$ cat src/rtl/dmbd_pkg.sv
package dmbd_pkg;

    typedef enum logic {
        PATH_REG = 1'b0,
        PATH_BUF = 1'b1
    } path_e;

    function automatic path_e decode_path(input logic sel);
        return sel ? PATH_BUF : PATH_REG;
    endfunction

endpackage

$ cat src/rtl/dmbd_bank.sv
module dmbd_bank #(
    parameter int WIDTH  = 12,
    parameter int HOLD_W = 8
) (
    input  logic             clk,
    input  logic             rst,
    input  logic             load_all_n,
    input  logic [WIDTH-1:0] d,
    output logic [WIDTH-1:0] q
);
    localparam int UPPER_W = WIDTH - HOLD_W;

    generate
        if (HOLD_W > 0) begin : g_hold_seg
            logic [HOLD_W-1:0] low_q;
            always_ff @(posedge clk) begin
                if (rst) begin
                    low_q <= '0;
                end else if (!load_all_n) begin
                    low_q <= d[HOLD_W-1:0];
                end
            end
            assign q[HOLD_W-1:0] = low_q;
        end

        if (UPPER_W > 0) begin : g_free_seg
            logic [UPPER_W-1:0] up_q;
            always_ff @(posedge clk) begin
                if (rst) begin
                    up_q <= '0;
                end else begin
                    up_q <= d[WIDTH-1:HOLD_W];
                end
            end
            assign q[WIDTH-1:HOLD_W] = up_q;
        end
    endgenerate

endmodule

$ cat src/rtl/dmbd_path_sel.sv
module dmbd_path_sel
    import dmbd_pkg::*;
#(
    parameter int WIDTH = 12
) (
    input  path_e            path,
    input  logic [WIDTH-1:0] reg_d,
    input  logic [WIDTH-1:0] pass_d,
    output logic [WIDTH-1:0] sel_d
);
    always_comb begin
        unique case (path)
            PATH_REG: sel_d = reg_d;
            PATH_BUF: sel_d = pass_d;
            default:  sel_d = reg_d;
        endcase
    end

endmodule

$ cat src/rtl/dmbd_fanout.sv
module dmbd_fanout #(
    parameter int WIDTH  = 12,
    parameter int COPIES = 2
) (
    input  logic                    drive_n,
    input  logic [WIDTH-1:0]        d,
    output logic [WIDTH*COPIES-1:0] y,
    output logic [COPIES-1:0]       vld
);
    generate
        for (genvar k = 0; k < COPIES; k++) begin : g_copy
            assign y[k*WIDTH +: WIDTH] = drive_n ? '0 : d;
            assign vld[k]              = ~drive_n;
        end
    endgenerate

endmodule

$ cat src/rtl/dm_bus_driver.sv
module dm_bus_driver
    import dmbd_pkg::*;
#(
    parameter int WIDTH  = 12,
    parameter int HOLD_W = 8,
    parameter int COPIES = 2
) (
    input  logic                    clk,
    input  logic                    rst,
    input  logic                    path_sel_i,
    input  logic                    load_scope_n_i,
    input  logic                    drive_n_i,
    input  logic [WIDTH-1:0]        din_i,
    output logic [WIDTH*COPIES-1:0] dout_o,
    output logic [COPIES-1:0]       dout_vld_o
);
    logic [WIDTH-1:0] bank_q;
    logic [WIDTH-1:0] sel_d;
    path_e            path;

    assign path = decode_path(path_sel_i);

    dmbd_bank #(
        .WIDTH  (WIDTH),
        .HOLD_W (HOLD_W)
    ) u_bank (
        .clk        (clk),
        .rst        (rst),
        .load_all_n (load_scope_n_i),
        .d          (din_i),
        .q          (bank_q)
    );

    dmbd_path_sel #(
        .WIDTH (WIDTH)
    ) u_sel (
        .path   (path),
        .reg_d  (bank_q),
        .pass_d (din_i),
        .sel_d  (sel_d)
    );

    dmbd_fanout #(
        .WIDTH  (WIDTH),
        .COPIES (COPIES)
    ) u_fan (
        .drive_n (drive_n_i),
        .d       (sel_d),
        .y       (dout_o),
        .vld     (dout_vld_o)
    );

endmodule

$ cat config.mk
export PLATFORM = sky130hd
export DESIGN_NAME = dm_bus_driver
export DESIGN_NICKNAME = d
export VERILOG_FILES = /design/src/rtl/dmbd_pkg.sv /design/src/rtl/dmbd_bank.sv /design/src/rtl/dmbd_path_sel.sv /design/src/rtl/dmbd_fanout.sv /design/src/rtl/dm_bus_driver.sv
export SDC_FILE = /design/constraint.sdc
export NUM_CORES = 1
export LEC_CHECK = 0
export ABC_CLOCK_PERIOD_IN_PS = 2260
export BUFFER_PORTS_ARGS = -buffer_cell sky130_fd_sc_hd__buf_4
export CORE_MARGIN = 2
export CORE_UTILIZATION = 43
export CTS_CLUSTER_DIAMETER = 120
export DETAILED_ROUTE_END_ITERATION = 7
export GPL_TIMING_DRIVEN = 0
export PLACE_DENSITY = 0.81
export SLEW_MARGIN = 10
export SYNTH_ARGS = -nofsm -noshare
export SYNTH_HDL_FRONTEND = slang
export SYNTH_SLANG_ARGS = --single-unit
export TNS_END_PERCENT = 30
$ cat constraint.sdc
create_clock -name clk -period 2.26 [get_ports clk]
set_clock_uncertainty 0.15 [all_clocks]
set_input_delay 0.452 -clock clk [delete_from_list [all_inputs] [get_ports clk]]
set_output_delay 0.452 -clock clk [all_outputs]
set_load 0.05 [all_outputs]
* Word-level counts from Yosys, hierarchy flattened
Cells that the tools add are included.
Word-level totals: register bits after elaboration 12, input bits 17, output and inout port bits 26, word-level logic and storage cells 7
Cells by class: multiplexer cells 3, bitwise gates (word level) 2
Operator list (count):
- $pmux W12 S2 | 1
- $mux W12 | 1
- $not A1 Y1 | 2
- $mux W1 | 1

* Logic depth before layout (Yosys ltp)
Gate-level depths: netlist (run 1).
depth after elaboration 4, gate-level depth with buffers 4, gate-level depth less buffers 2

* Hierarchy
From an unflattened synthesis (run 1), not the netlist that was laid out.
Second synthesis, totals: cell total of the unflattened synthesis 74, area, all modules 803.3 µm²
Modules (own cells, without submodules):
- dmbd_bank | instances 1, cells an instance 34, area an instance 391.6 µm², seq. area each 240.2 µm²
- dmbd_fanout | instances 1, cells an instance 27, area an instance 227.7 µm², seq. area each 0.0 µm²
- dmbd_path_sel | instances 1, cells an instance 13, area an instance 183.9 µm², seq. area each 0.0 µm²

* Worst setup path after synthesis (run 1)
Ideal clock, no wire load.
kind input -> output, start point in path_sel_i, end point out dout_o[23], arrival 1.713 ns, data required time 1.658 ns, setup slack -0.055 ns, stages 4, buffers on the path 2, path through buf_6 > mux2i_1 > nor2_1 > buf_4
On the way: longest elaborated chain between the ends 4
Ends and longest elaborated chain:
- start: declaration | line dm_bus_driver.sv:10 | input logic path_sel_i,
- $mux W1 * | line dmbd_pkg.sv:9 | return sel ? PATH_BUF : PATH_REG;
- $not A1 Y1 | line dmbd_path_sel.sv:12 | unique case (path)
- $pmux W12 S2 * | line dmbd_path_sel.sv:12
- $mux W12 *
- end: declaration | line dm_bus_driver.sv:14 | output logic [WIDTH*COPIES-1:0] dout_o,
Every way passes the cells marked *; elsewhere a longest branch is shown, timed or not.

* Final worst setup path (run 1)
start point in path_sel_i, end point out dout_o[18]
On the way: longest elaborated chain between the ends 4
Ends and longest elaborated chain:
- $mux W1 * | line dmbd_pkg.sv:9
- $not A1 Y1 | line dmbd_path_sel.sv:12
- $pmux W12 S2 * | line dmbd_path_sel.sv:12
- $mux W12 * | line dmbd_fanout.sv:12 | assign y[k*WIDTH +: WIDTH] = drive_n ? '0 : d;
Marks and branches as above.

==> results_dict.tcl, run 1 <==
set metrics [dict create \
    io_buffers 41 \
    nNetsFinal 137 \
    syn_area_per_cell_um2 9.06 \
    slowest_delay_ps 210 \
    path_clk_slew_ps 80 \
    worstMarginPinSlew_ps 218 \
    p_leak_nw 0.583 \
    cp_common_cell "buf_4" \
    cp.depth 6 \
    diodes 0 \
    num_vias 623 \
    die_area_um2 1890 \
    antenna_left 0 \
    grt_pass1_wl_mm 2.33 \
    wl_mm 1.48 \
    drt_iter0_drc 11 \
    start_util_pct 45.0 \
    max_freq_ghz 0.518 \
    drv_cap 0 \
    clk_root_buffer_cell "clkbuf_4" \
    whs_ps 181 \
    setup_viol 0 \
    clockBufferDepth 2 \
    core_area_um2 1490 \
    reg2reg_depth 2 \
    slew_headroom_pct 85.5 \
    fillers 153 \
    final_util_pct 70.0 \
    place_area_um2 1010 \
    stdcell_count 135 \
    worstSetupEndpointType "output pin" \
    fin_area_um2 1040 \
    placedCellCount 131 \
    syn_inst 74 \
    grt-ovfl-total 0 \
    worstSkewPairLatency_ps 280 \
    final_max_slew_viol_count 0 \
    post_cts_resized 0 \
    firstDrtPassIters 2 \
    post_cts_buffers 0 \
    timing.critical_path.slowest_stage_cell "mux2i_1" \
    syn-cell-area_um2 671 \
    status "finished, final reports clean" \
    drive_above_1_share_pct 54.6 \
    vias_per_cell 4.61 \
    ir_drop_v 0.000375 \
    numCtsBuffers 3 \
    powerDensity_nw_per_um2 617 \
    holdPathStages 2 \
    synthToLayoutAreaGrowth_pct 55.4 \
    die_h_um 43.5 \
    cp-start-kind "primary input" \
    cts_tree "done" \
    syn_nets 91 \
    io_pins 43 \
    synth_cell_types 8 \
    crit_buf_inv 4 \
    antenna_found_initial 0 \
    dp_worst_setup_slack_ps 330 \
    drc 0 \
    grt_max_degree 11 \
    die_x_um 43.5 \
    ys_warn_count 0 \
    postLayoutSetupSlackWorst_ps 329 \
    finalHoldViolations 0 \
    hp-class "primary input to register" \
    h-tree-depth 1 \
    period_needed_ps 1930 \
    track_usage_pct 17.0 \
    dp_hpwl_mm 1.15 \
    grt_pass1_vias 543 \
    crit_fanout 10 \
    fin_crit_sh_pct 85.5 \
    wl_per_cell_um 10.9 \
    rsz0062_at_grt "no" \
    critical-path-top-delay-family "buffers and inverters" \
    path_cells "buf_4 -> buf_6 -> mux2i_1 -> nor2_1 -> buf_4 -> buf_4" \
    synth_seq_cells 12 \
    cts_sinks 12 \
    hold_buffers 0 \
    row_count 14 \
    critPathArrivalTime_ps 1330 \
    required_ps 1660 \
    ys_seq_area_share_pct 35.8 \
    crit_type "primary input to output pin" \
    gp_congestion 0.700 \
]
state kept, by name, summed over array words and instances (netlist names):
name and cells:
u_bank.g_hold_seg.low_q 8, u_bank.g_free_seg.up_q 4
final timing paths:
kind	slack, ps	start	to
setup / recovery	330	path_sel_i	dout_o[18]
hold reg to reg	350	u_bank.g_hold_seg.low_q[5]$_SDFFE_PP0N_	u_bank.g_hold_seg.low_q[5]$_SDFFE_PP0N_
hold / removal	180	rst	u_bank.g_free_seg.up_q[3]$_SDFF_PP0_
setup reg to reg	1500	u_bank.g_hold_seg.low_q[6]$_SDFFE_PP0N_	u_bank.g_hold_seg.low_q[6]$_SDFFE_PP0N_
cells in the mapped netlist, drive strengths merged:
| cell type | count | area share (%) |
|---|---|---|
| dfxtp | 12 | 36 |
| buf | 17 | 19 |
| mux2i | 20 | 30 |
| inv | 1 | 0.56 |
| nor2 | 20 | 11 |
| nor2b | 4 | 3.7 |
layout make-up:
| type | count | area (um2) | area share [%] |
|---|---|---|---|
| sequential | 12 | 240 | 23.0 |
| tap | 16 | 20.0 | 1.92 |
| inverter | 1 | 3.75 | 0.360 |
| buffer | 17 | 126 | 12.1 |
| clock buffer | 4 | 36.3 | 3.48 |
| timing repair buffer | 41 | 308 | 29.5 |
| multi-input combinational | 44 | 308 | 29.5 |
layout by cell type (no fill, tap or decap):
cell and count:
dfxtp_1 12, buf_6 1, clkbuf_4 3, inv_1 1, buf_2 2, nor2b_1 4, nor2_1 17, buf_4 55
nor2_2 3, clkbuf_8 1, mux2i_1 20
cell families (layout without fill, tap and decap cells):
| kind of cell | Yosys count | in the layout | share of synthesized area (%) |
|---|---|---|---|
| DFF | 12 | 12 | 35.8 |
| muxes | 20 | 20 | 29.9 |
| buffers and inverters | 18 | 63 | 19.4 |
| and+or+nand+nor | 24 | 24 | 14.9 |
metrics by stage:
step	setup TNS [ps]	power, mW
floorplan	-380	0.399
global placement	0	0.470
detailed placement	0	0.473
CTS	0	0.648
global route	0	0.667
finish	0	0.644
power by group:
group	internal [mW]	total [mW]	switching, mW
logic	0.0920	0.239	0.147
clock network	0.0981	0.177	0.0785
registers	0.224	0.228	0.00482
total	0.414	0.644	0.230
layer usage:
layer  track usage (%)  vias to the layer above  wire length (um)
li1                  -                      316                 -
met1              18.9                      267               582
met2              28.7                       35               709
met3              2.92                        5               146
met4              12.7                        0                40
met5                 0                        -                 0
worst reg2reg max path, delay by kind of cell, from the launching register on:
kind | cells | cell delay (ps)
DFF | 1 | 320
muxes | 1 | 140
and+or+nand+nor | 1 | 50
(Power assumes the default switching activity.)
==> run 2: changes to the inputs <==
BUFFER_PORTS_ARGS = unset   (was -buffer_cell sky130_fd_sc_hd__buf_4)
CORE_AREA = 2 2 39 41   (was unset)
CORE_MARGIN = unset   (was 2)
CORE_UTILIZATION = unset   (was 43)
CTS_CLUSTER_SIZE = 8   (was unset)
DIE_AREA = 0 0 41 43   (was unset)
DONT_BUFFER_PORTS = 1   (was unset)
PLACE_DENSITY = 0.65   (was 0.81)
==> results_dict.tcl, run 2 (synthesis results as in run 1) <==
set metrics [dict create \
    status "finished, final reports clean" \
    path_clk_slew_ps 80 \
    track_usage_pct 15.3 \
    wl_met2_um 523 \
    cts_tree "done" \
    die_x_um 41 \
    antenna_found_initial 0 \
    wirelength_met1_um 486 \
    r2r_slack_ps 1500 \
    max_freq_ghz 0.476 \
    start_util_pct 48.5 \
    finalHoldViolations 0 \
    routed.top_layer "met4" \
    largest_reg_flops 8 \
    drv_cap 0 \
    required_ps 1660 \
    top_regs "u_bank.g_hold_seg.low_q x8, u_bank.g_free_seg.up_q x4" \
    wl_mm 1.17 \
    diodes 0 \
    vias_per_cell 5.12 \
    io_buffers 0 \
    crit_type "primary input to output pin" \
    top_register "u_bank.g_hold_seg.low_q" \
    gp_congestion 0.657 \
    wl_per_cell_um 12.5 \
    grt-ovfl-total 0 \
    ir_drop_v 0.000367 \
    dp_hpwl_um 820 \
    worstMarginPinSlew_ps 587 \
    synthToLayoutAreaGrowth_pct 12.9 \
    core_area_um2 1380 \
    hold_buffers 0 \
    nNetsFinal 96 \
    tns_ps 0 \
    cts_sinks 12 \
    layout_commonest_cell "mux2i_1" \
    clockBufferDepth 2 \
    period_needed_ps 2100 \
    whs_ps 89.7 \
    grt_pass1_vias 474 \
    drive_above_1_share_pct 42.3 \
    p_leak_nw 0.374 \
    die_area_um2 1760 \
    stdcell_count 94 \
    r2r_end "u_bank.g_hold_seg.low_q[7]$_SDFFE_PP0N_" \
    h-tree-depth 1 \
    powerDensity_nw_per_um2 764 \
    rsz0062_at_grt "no" \
    drc 0 \
    fin_area_um2 757 \
    numCtsBuffers 3 \
    critPathArrivalTime_ps 1500 \
    min_to "u_bank.g_free_seg.up_q[0]$_SDFF_PP0_" \
    crit_fanout 10 \
    die_h_um 43 \
    setup_viol 0 \
    holdPathStages 1 \
    worstSkewPairLatency_ps 270 \
    io_pins 43 \
    worstSetupEndpointType "output pin" \
    hp-class "primary input to register" \
    post_cts_buffers 0 \
    clk_root_buffer_cell "clkbuf_4" \
    firstDrtPassIters 2 \
    min_from "rst" \
    reg2reg_depth 2 \
    placedCellCount 90 \
    antenna_left 0 \
    grt_pass1_wl_mm 1.81 \
    cp-start-kind "primary input" \
    row_count 14 \
    grt_max_degree 11 \
    final_max_slew_viol_count 0 \
    fin_crit_sh_pct 93.0 \
    drt_iter0_drc 4 \
    met3WireLength_um 142 \
    layout_common_cells "mux2i_1, buf_4, nor2_2, dfxtp_1, nor2_1" \
    regToRegStartpoint "u_bank.g_hold_seg.low_q[7]$_SDFFE_PP0N_" \
    num_vias 481 \
    place_area_um2 698 \
    slew_headroom_pct 60.8 \
]
==> run 2: changes by cell type in the layout (fill, tap and decap cells not counted), sizes merged <==
| cell | before | now |
|---|---|---|
| buf | 58 | 17 |
==> run 2: report_power, final <==
| part | total, mW | switching, mW | leakage (nW) | internal [mW] |
|---|---|---|---|---|
| Combinational | 0.180 | 0.134 | 0.254 | 0.0458 |
| Clock | 0.170 | 0.0725 | 0.0210 | 0.0979 |
| Sequential | 0.228 | 0.00473 | 0.0994 | 0.223 |
| Total | 0.579 | 0.211 | 0.374 | 0.367 |
==> run 2: through the flow <==
step,util (%),power (mW),setup slack [ps]
6_report,54.7,0.579,158
5_1_grt,54.7,0.603,102
4_1_cts,54.7,0.584,162
3_5_place_dp,50.5,0.409,-108
3_3_place_gp,50.5,0.408,-108
2_1_floorplan,-,0.399,-54.3
==> run 2: final cells by class <==
cell class | count | area [um2]
plain buffers | 17 | 126
multi-input cells | 44 | 330
clock buffers | 4 | 36.3
inverters | 1 | 3.75
fillers | 143 | 627
well taps | 16 | 20.0
flip-flops and latches | 12 | 240
==> run 2: how the worst max path moves through the flow <==
stage	to	depth (start not counted)	slack, ps	from
6_report	dout_o[16]	4	160	path_sel_i
5_1_grt	dout_o[14]	4	100	path_sel_i
4_1_cts	dout_o[17]	4	160	path_sel_i
3_5_place_dp	dout_o[18]	4	-110	path_sel_i
3_3_place_gp	dout_o[17]	4	-110	path_sel_i
2_1_floorplan	dout_o[14]	4	-50	path_sel_i
==> run 2: timing repair <==
item / CTS / global route
endpoints found under the hold margin: 0 / 0
resized for setup: 9 / 0
endpoints found under the setup margin: 9 / 0
==> run 2: routing by layer <==
| layer | global-route usage, % | vias up |
|---|---|---|
| li1 | - | 233 |
| met1 | 17.4 | 213 |
| met2 | 25.6 | 31 |
| met3 | 3.66 | 4 |
| met4 | 6.00 | 0 |
| met5 | 0 | - |
==> run 2: critical path: stages <==
cell and delay (ps):
buf_6 130, mux2i_1 140, nor2_2 470, buf_4 310
==> run 3: changes to the inputs <==
ABC_CLOCK_PERIOD_IN_PS = 1820   (was 2260)
PLACE_DENSITY = 0.68   (was 0.65)
clock period = 1.82 ns   (was 2.26 ns; I/O delays follow)
==> results_dict.tcl, run 3 (synthesis results as in run 1) <==
set metrics [dict create \
    drc 0 \
    crit_path_start "drive_n_i" \
    worstSetupEndpointType "output pin" \
    powerDensity_nw_per_um2 887 \
    h-tree-depth 1 \
    swShare_pct 37.0 \
    die_area_um2 1760 \
    firstDrtPassIters 1 \
    period_needed_ps 1930 \
    whs_ps 68.2 \
    fillers 131 \
    dp_hpwl_um 874 \
    gp_congestion 0.621 \
    start_util_pct 48.5 \
    clockBufferDepth 2 \
    post_cts_buffers 0 \
    clk_root_buffer_cell "clkbuf_4" \
    required_ps 1310 \
    track_usage_pct 14.5 \
    finalHoldViolations 0 \
    fin_crit_sh_pct 106 \
    rsz0062_at_grt "yes" \
    path_clk_slew_ps 70 \
    layout_common_cells "mux2i_1, buf_4, nor2_4, dfxtp_1, nor2_1" \
    setup_viol 1 \
    nNetsFinal 97 \
    hp-class "primary input to register" \
    r2r_end "u_bank.g_hold_seg.low_q[1]$_SDFFE_PP0N_" \
    critPathCapture "dout_vld_o[1]" \
    die_h_um 43 \
    largest_reg_flops 8 \
    wl_per_cell_um 13.0 \
    drv_cap 0 \
    drive_above_1_share_pct 41.8 \
    synthToLayoutAreaGrowth_pct 23.9 \
    postLayoutSetupSlackWorst_ps -107 \
    core_area_um2 1380 \
    timing.critical_path.slowest_stage_cell "buf_2" \
    drt_iter0_drc 0 \
    grt_pass1_vias 420 \
    regToRegStartpoint "u_bank.g_hold_seg.low_q[1]$_SDFFE_PP0N_" \
    grt_max_degree 11 \
    r2r_slack_ps 1060 \
    antenna_left 0 \
    crit_fanout 10 \
    p_switching_mw 0.273 \
    crit_type "primary input to output pin" \
    critPathArrivalTime_ps 1410 \
    p_leak_nw 0.386 \
    p_seq_share_pct 38.5 \
    worstSkewPairLatency_ps 270 \
    violations "negative setup slack" \
    slowest_delay_ps 390 \
    top_register "u_bank.g_hold_seg.low_q" \
    cp-start-kind "primary input" \
    top_regs "u_bank.g_hold_seg.low_q x8, u_bank.g_free_seg.up_q x4" \
    path_cells "buf_2 -> inv_1 -> buf_4" \
    wl_mm 1.23 \
    fin_area_um2 831 \
    die_x_um 41 \
    vias_per_cell 5.21 \
    ir_drop_v 0.000485 \
    final_max_slew_viol_count 0 \
    cts_sinks 12 \
    final_util_pct 60.0 \
    pwr-share-comb_pct 33.1 \
    numCtsBuffers 3 \
    io_pins 43 \
    clkPwrFrac_pct 28.4 \
    place_area_um2 728 \
    num_vias 495 \
    grt_pass1_wl_mm 1.65 \
    slew_headroom_pct 68.6 \
    row_count 14 \
    cts_tree "done" \
    layout_commonest_cell "mux2i_1" \
    antenna_found_initial 0 \
    io_buffers 0 \
    reg2reg_depth 2 \
    status "finished, violations left" \
    holdPathStages 1 \
    intPower_mw 0.464 \
    max_freq_ghz 0.519 \
    diodes 0 \
    worstMarginPinSlew_ps 470 \
    grt-ovfl-total 0 \
]
run 3: cell types whose count changed in the layout (fill, tap and decap cells not counted), sizes merged:
cell,delta
dlygate4sd3,+1
run 3: power by group through the flow:
stage | Sequential (mW) | Clock [mW] | Combinational, mW
final | 0.283 | 0.209 | 0.244
after global routing | 0.285 | 0.226 | 0.256
after CTS | 0.284 | 0.218 | 0.238
after detailed placement | 0.290 | 0 | 0.229
after global placement | 0.289 | 0 | 0.226
after floorplan | 0.288 | 0 | 0.216
run 3: through the flow:
| step | setup WS [ps] | setup TNS [ps] | total power, mW | cells |
|---|---|---|---|---|
| finish | -107 | -107 | 0.737 | 95 |
| global route | -155 | -315 | 0.767 | 95 |
| CTS | -148 | -782 | 0.740 | 95 |
| detailed placement | -196 | -1020 | 0.518 | 90 |
| global placement | -189 | -947 | 0.515 | 90 |
| floorplan | -171 | -624 | 0.504 | 74 |
run 3: routing by layer:
metal,vias to the layer above,share of wire [%],track usage (%),wire length [um]
met2,27,50,21.6,619
met4,0,2.2,8.00,27
met1,230,36,15.8,440
met3,4,12,7.33,143
met5,-,0,0,0
li1,234,-,-,-
run 3: worst max-delay path: cells and delay by family:
family                 cells  cell delay [ps]
buffers and inverters      3             1050
run 3: layout make-up:
class                           count  area [um2]  area share (%)
Clock buffer                        4        36.3            4.37
Timing Repair Buffer                1        10.0            1.20
Tap cell                           16        20.0            2.41
Sequential cell                    12         240            28.9
Inverter                            1        3.75           0.452
Multi-Input combinational cell     44         390            47.0
Buffer                             17         130            15.7
run 3: how the worst min path moves through the flow:
stage / startpoint / endpoint / slack, ps
after floorplan: rst / u_bank.g_free_seg.up_q[0]$_SDFF_PP0_ / 290
after global placement: rst / u_bank.g_free_seg.up_q[3]$_SDFF_PP0_ / 290
after detailed placement: rst / u_bank.g_free_seg.up_q[3]$_SDFF_PP0_ / 290
after CTS: din_i[11] / u_bank.g_free_seg.up_q[3]$_SDFF_PP0_ / 60
after global routing: din_i[10] / u_bank.g_free_seg.up_q[2]$_SDFF_PP0_ / 60
final: din_i[11] / u_bank.g_free_seg.up_q[3]$_SDFF_PP0_ / 70
run 3: timing repair:
action	CTS	global route
gates resized for setup	6	6
cloned	0	0
hold endpoints to repair	2	0
hold buffers	1	0
setup endpoints to repair	11	13
pin swaps	0	1
